[src/rtl/inwin_pkg.sv]
package inwin_pkg;

  typedef enum logic [1:0] {
    ST_LOCK  = 2'd0,
    ST_WAIT  = 2'd1,
    ST_ON    = 2'd2,
    ST_BLANK = 2'd3
  } guardState_t;

  // strobes from control to the timer datapath
  typedef struct packed {
    logic clr;
    logic inc;
  } ctrStb_t;

  // status from the timer datapath back to control
  typedef struct packed {
    logic debDone;
    logic blkDone;
  } ctrStat_t;

endpackage

[src/rtl/inwin_timer.sv]
module inwin_timer
  import inwin_pkg::*;
#(
  parameter int DEB_TICKS = 25,
  parameter int BLK_TICKS = 25
) (
  input  logic     clk,
  input  logic     rstN,
  input  logic     tick,
  input  ctrStb_t  stb,
  output ctrStat_t stat
);

  localparam int MAXT = (DEB_TICKS > BLK_TICKS) ? DEB_TICKS : BLK_TICKS;
  localparam int CW   = $clog2(MAXT + 1);
  localparam logic [CW-1:0] DEB_LAST = CW'(DEB_TICKS - 1);
  localparam logic [CW-1:0] BLK_LAST = CW'(BLK_TICKS - 1);

  logic [CW-1:0] cnt;

  always_ff @(posedge clk or negedge rstN) begin
    if (!rstN)
      cnt <= '0;
    else if (stb.clr)
      cnt <= '0;
    else if (stb.inc && tick)
      cnt <= cnt + 1'b1;
  end

  // the last tick of an interval is the one seen while the count sits at limit-1
  always_comb begin
    stat.debDone = tick && (cnt == DEB_LAST);
    stat.blkDone = tick && (cnt == BLK_LAST);
  end

  AST_NO_OVERFLOW: assert property (@(posedge clk) disable iff (!rstN)
    cnt < CW'(MAXT));

endmodule

[src/rtl/inwin_ctrl.sv]
module inwin_ctrl
  import inwin_pkg::*;
(
  input  logic     clk,
  input  logic     rstN,
  input  logic     overFlag,
  input  logic     underAdjFlag,
  input  logic     underIntFlag,
  input  logic     presentFlag,
  input  logic     hostSel,
  input  ctrStat_t stat,
  output ctrStb_t  stb,
  output logic     mainEn
);

  guardState_t state, stateNxt;
  logic prevPres;
  logic presRise;
  logic inWin;

  // prevPres resets high so a flag held high through reset is not taken as a plug-in
  always_ff @(posedge clk or negedge rstN) begin
    if (!rstN) begin
      state    <= ST_LOCK;
      prevPres <= 1'b1;
    end else begin
      state    <= stateNxt;
      prevPres <= presentFlag;
    end
  end

  assign presRise = presentFlag && !prevPres;
  assign inWin    = !overFlag && !underAdjFlag && !underIntFlag;

  always_comb begin
    stateNxt = state;
    stb      = '{clr: 1'b1, inc: 1'b0};
    unique case (state)
      ST_LOCK: begin
        if (presRise) stateNxt = ST_WAIT;
      end
      ST_WAIT: begin
        if (!presRise && inWin) begin
          stb.clr = 1'b0;
          stb.inc = 1'b1;
          if (stat.debDone) begin
            stateNxt = ST_ON;
            stb.clr  = 1'b1;
          end
        end
      end
      ST_ON: begin
        if (presRise || overFlag) stateNxt = ST_WAIT;
        else if (underIntFlag)    stateNxt = ST_LOCK;
        else if (underAdjFlag)    stateNxt = ST_BLANK;
      end
      ST_BLANK: begin
        if (presRise || overFlag) stateNxt = ST_WAIT;
        else if (underIntFlag)    stateNxt = ST_LOCK;
        else if (!underAdjFlag)   stateNxt = ST_ON;
        else begin
          stb.clr = 1'b0;
          stb.inc = 1'b1;
          if (stat.blkDone) begin
            stateNxt = ST_LOCK;
            stb.clr  = 1'b1;
          end
        end
      end
      default: stateNxt = ST_LOCK;
    endcase
  end

  // fast-off paths are combinational so the switch opens in the fault cycle
  assign mainEn = ((state == ST_ON) || (state == ST_BLANK)) &&
                  !hostSel && !overFlag && !underIntFlag;

  AST_LATCH_OFF: assert property (@(posedge clk) disable iff (!rstN)
    (state == ST_LOCK) |-> !mainEn);

  AST_ON_AFTER_DEB: assert property (@(posedge clk) disable iff (!rstN)
    (state == ST_ON && $past(state) == ST_WAIT) |-> $past(stat.debDone));

  AST_INT_UV_OFF: assert property (@(posedge clk) disable iff (!rstN)
    underIntFlag |-> !mainEn);

endmodule

[src/rtl/inwin_guard.sv]
module inwin_guard
  import inwin_pkg::*;
#(
  parameter int DEB_TICKS = 25,
  parameter int BLK_TICKS = 25
) (
  input  logic clk,
  input  logic rstN,
  input  logic tick,
  input  logic overFlag,
  input  logic underAdjFlag,
  input  logic underIntFlag,
  input  logic presentFlag,
  input  logic hostSel,
  output logic mainEn,
  output logic battEn
);

  ctrStb_t  stb;
  ctrStat_t stat;

  inwin_timer #(.DEB_TICKS(DEB_TICKS), .BLK_TICKS(BLK_TICKS)) uTimer (
    .clk  (clk),
    .rstN (rstN),
    .tick (tick),
    .stb  (stb),
    .stat (stat)
  );

  inwin_ctrl uCtrl (
    .clk          (clk),
    .rstN         (rstN),
    .overFlag     (overFlag),
    .underAdjFlag (underAdjFlag),
    .underIntFlag (underIntFlag),
    .presentFlag  (presentFlag),
    .hostSel      (hostSel),
    .stat         (stat),
    .stb          (stb),
    .mainEn       (mainEn)
  );

  assign battEn = hostSel;

  AST_OV_OFF: assert property (@(posedge clk) disable iff (!rstN)
    overFlag |-> !mainEn);

  AST_BATT_FOLLOW: assert property (@(posedge clk) disable iff (!rstN)
    battEn == hostSel);

  AST_EXCLUSIVE: assert property (@(posedge clk) disable iff (!rstN)
    !(mainEn && battEn));

endmodule

[config.mk]
export PLATFORM = sky130hd
export DESIGN_NAME = inwin_guard
export DESIGN_NICKNAME = d
export VERILOG_FILES = /design/src/rtl/inwin_pkg.sv /design/src/rtl/inwin_timer.sv /design/src/rtl/inwin_ctrl.sv /design/src/rtl/inwin_guard.sv
export SDC_FILE = /design/constraint.sdc
export NUM_CORES = 1
export LEC_CHECK = 0
export ABC_AREA = 1
export BUFFER_PORTS_ARGS = -buffer_cell sky130_fd_sc_hd__buf_2
export CAP_MARGIN = 20
export CORE_MARGIN = 2
export CORE_UTILIZATION = 35
export CTS_BUF_LIST = sky130_fd_sc_hd__clkbuf_4 sky130_fd_sc_hd__clkbuf_8
export DETAILED_ROUTE_END_ITERATION = 10
export GPL_TIMING_DRIVEN = 0
export PLACE_DENSITY_LB_ADDON = 0.25
export SLEW_MARGIN = 15
export SYNTH_ARGS = -nofsm -noshare
export SYNTH_HDL_FRONTEND = slang
export SYNTH_SLANG_ARGS = --single-unit
[constraint.sdc]
create_clock -name clk -period 3.4 [get_ports clk]
set_input_delay 0.34 -clock clk [delete_from_list [all_inputs] [get_ports clk]]
set_output_delay 0.34 -clock clk [all_outputs]
set_load 0.02 [all_outputs]
==> summary.txt <==
Run status
  – Status: finished, final reports clean

Die
  – Die height: 45.0 microns
  – Num ports: 10
  – Core Region: 1540 sq um
  – Initial Util: between 30% and 40%
  – Site Rows: 14
  – Die Area: around 2000 sq um
  – DIE WIDTH: 45.0 microns

Min path
  – Class of the worst hold path: input pin to register
  – Hold Crit Start: presentFlag
  – Worst Hold End: uCtrl.prevPres
  – Hold path cells: 1

Finish
  – Most common cell after layout, fill and taps aside: nand2_1
  – Sequential standard cell area: 201 sq um
  – Multi-input logic area: 328 sq um
  – Most frequent cells in the layout: nand2_1 (21), inv_1 (14), buf_2 (9)
  – Filler cell count: 169
  – Share of layout cells above drive strength 1: 27.7%
  – Non-filler cells, final: between 100 and 150
  – Final Cell Area: 694 sq um
  – Area Growth Syn to Fin: 17.8%
  – Final Util: 45.0%
  – Antenna Cells: 0
  – # nets final: 105

Timing
  – RSZ-0062 raised after global routing: no
  – Max frequency: between 600 and 700 MHz
  – Final Hold Fails: 0
  – Slew Limit Fails: 0
  – Worst hold slack: 0.221 ns
  – Period utilization: 43.7%
  – # setup viols final: 0
  – Min cycle time layout: approximately 1.5 ns
  – Worst Skew: 0.00497 ns
  – Setup TNS: 0 ns
  – Worst slew pin tran: 0.260 ns
  – Worst rel slew slack: 82.6%

Worst setup path
  – Worst path required time: 3.06 ns
  – Endpoint type of the worst setup path: output port
  – Critical Path Start Type: register
  – CP arrival: 1.14 ns
  – Critical path type: register to output port
  – Reg2reg setup slack: approximately 2.1 ns
  – Critical-path maximum fanout: 5
  – Reg2reg start: uTimer.cnt[0]
  – Reg-to-reg endpoint: uTimer.cnt[3]
  – Register-to-Register Path Depth: 6

Synthesis
  – Synth top area cells: dfrtp_1 (30%), nand2_1 (13%), inv_1 (8.9%), nor2_2 (5.3%), nand3_1 (5.1%)
  – Post-synth top area share: 29.7%
  – Synthesized instance count: 80
  – Cell variety after synth: 20
  – Yosys Warn Count: 0
  – Synth area leader: dfrtp_1
  – Sequential share of the synthesized area: 34.2%
  – Seq cells post-synth: 8
  – Post-Synthesis Net Count: 90
  – Mapped cell area: slightly below 600 sq um
  – Syn avg cell area: 7.37 sq um

CTS
  – Clock latency on the worst-skew pair: roughly 0.25 ns
  – H-Tree Depth: 1
  – Clk root buf: clkbuf_4
  – TritonCTS clock tree: yes
  – CTS Buffer Depth: 2
  – # Post-CTS Setup Buffers: 0
  – Clk sinks: 8
  – Clk slew on worst S/H paths: 0.05 ns
  – Inserted Clock Buffers: 3

Pwr
  – Clock Power Share: around 26%
  – Combinational Power Share: 36.8%
  – Worst vdd ir: 0.000246 V
  – Fraction of power consumed by sequential logic: 37.7%
  – Sw power: 119 uW
  – Leakage power: 0.000356 uW
  – Int Power: around 210 uW
  – Net Sw Frac: 36.7%
  – Pwr dens: 468 nW/um^2

GRT
  – Pin count of the biggest net entering global routing: 9
  – Remaining global-route overflow: 0
  – Vias in the first global route: 460
  – First-pass GRT wire length: around 1800 microns
  – Antenna violations before repair: 0
  – Global-route usage over all layers: 12.7%

Placed design
  – Placed cells: around 110
  – RD Place Congestion: 0.843
  – Port bufs: 9
  – Post-DP HPWL: roughly 830 microns
  – Cell Area, Placed: 654 sq um

Drt
  – Vias per cell: 4.71
  – Routed WL per cell: approximately 9.3 microns
  – Wire length after detailed routing: 1030 microns
  – DR vias: 518
  – Drt drc: 0
  – Drt initial violations: 3
  – Number of detailed-route iterations in the first pass: 4
  – ANT nets after route: 0

Run
  – Max cap viols: 0
-- synth_stat cells (all sizes together) --
| cell | n |
|---|---|
| inv | 14 |
| nand3 | 7 |
| xnor2 | 1 |
| o21a | 1 |
| ha | 2 |
| xor2 | 3 |
| dfstp | 1 |
| o21ai | 2 |
| nand4 | 2 |
| buf | 1 |
| nor2 | 14 |
| nand3b | 1 |
| nor4 | 1 |
| dfrtp | 7 |
| nand2 | 23 |
-- area by class of cell --
cell class                 instances  area share (%)
sequential                         8            29.0
inverter                          14            7.57
tap                               16            2.88
buffer                             1            1.08
multi-input combinational         57            47.2
timing repair buffer              10            7.93
clock buffer                       4            4.32
-- worst max-delay path by stage --
stage / startpoint / endpoint / slack (ns) / depth (start not counted)
2_1_floorplan: uCtrl.state[1] / mainEn / 1.94 / 2
3_3_place_gp: uTimer.cnt[0] / uTimer.cnt[2] / 2.14 / 6
3_5_place_dp: uTimer.cnt[0] / uTimer.cnt[3] / 2.12 / 6
4_1_cts: uCtrl.state[1] / mainEn / 1.91 / 3
5_1_grt: uCtrl.state[1] / mainEn / 1.86 / 3
6_report: uCtrl.state[1] / mainEn / 1.92 / 3
-- power groups by stage --
stage / combinational (uW) / sequential (uW) / clock (uW)
3_3_place_gp: 118 / 124 / 0
5_1_grt: 140 / 125 / 91.8
4_1_cts: 121 / 123 / 88.8
6_report: 120 / 122 / 82.8
2_1_floorplan: 95.0 / 120 / 0
3_5_place_dp: 119 / 125 / 0
-- through the flow --
stage / setup slack, ns / total power, uW
after detailed placement: 2.12 / 243
final: 1.92 / 325
after global placement: 2.14 / 242
after floorplan: 1.94 / 215
after CTS: 1.91 / 333
after global routing: 1.86 / 357
-- critical path, cell delays in order (launching register included) --
cell and delay (ns):
dfrtp_1 0.36, inv_1 0.10, nor4_1 0.22, buf_2 0.21
-- state kept, by name, indices dropped and copies added (netlist names) --
register and flops:
uCtrl.state 2, uTimer.cnt 5, uCtrl.prevPres 1
-- routing by layer --
metal,vias to the layer above,track usage (%),wire [microns]
met1,233,12.3,469
li1,273,-,-
met3,2,3.60,38
met2,10,22.9,508
met4,0,8.82,10
met5,-,0,0
-- repair_timing --
action / CTS / global route
resized for setup: 0 / 0
hold buffers: 1 / 0
setup endpoints to repair: 0 / 0
endpoints found under the hold margin: 7 / 0
-- cells by family after synthesis --
| family | synth area share [%] |
|---|---|
| AND/OR/NAND/NOR | 41.2 |
| buffers and inverters | 10.2 |
| flip-flops | 34.2 |
| XOR/XNOR | 5.95 |
| AO/OA/AOI/OAI | 4.25 |
| adder cells (fa/ha/maj) | 4.25 |
Note: power is estimated with default switching activity, not from simulation.
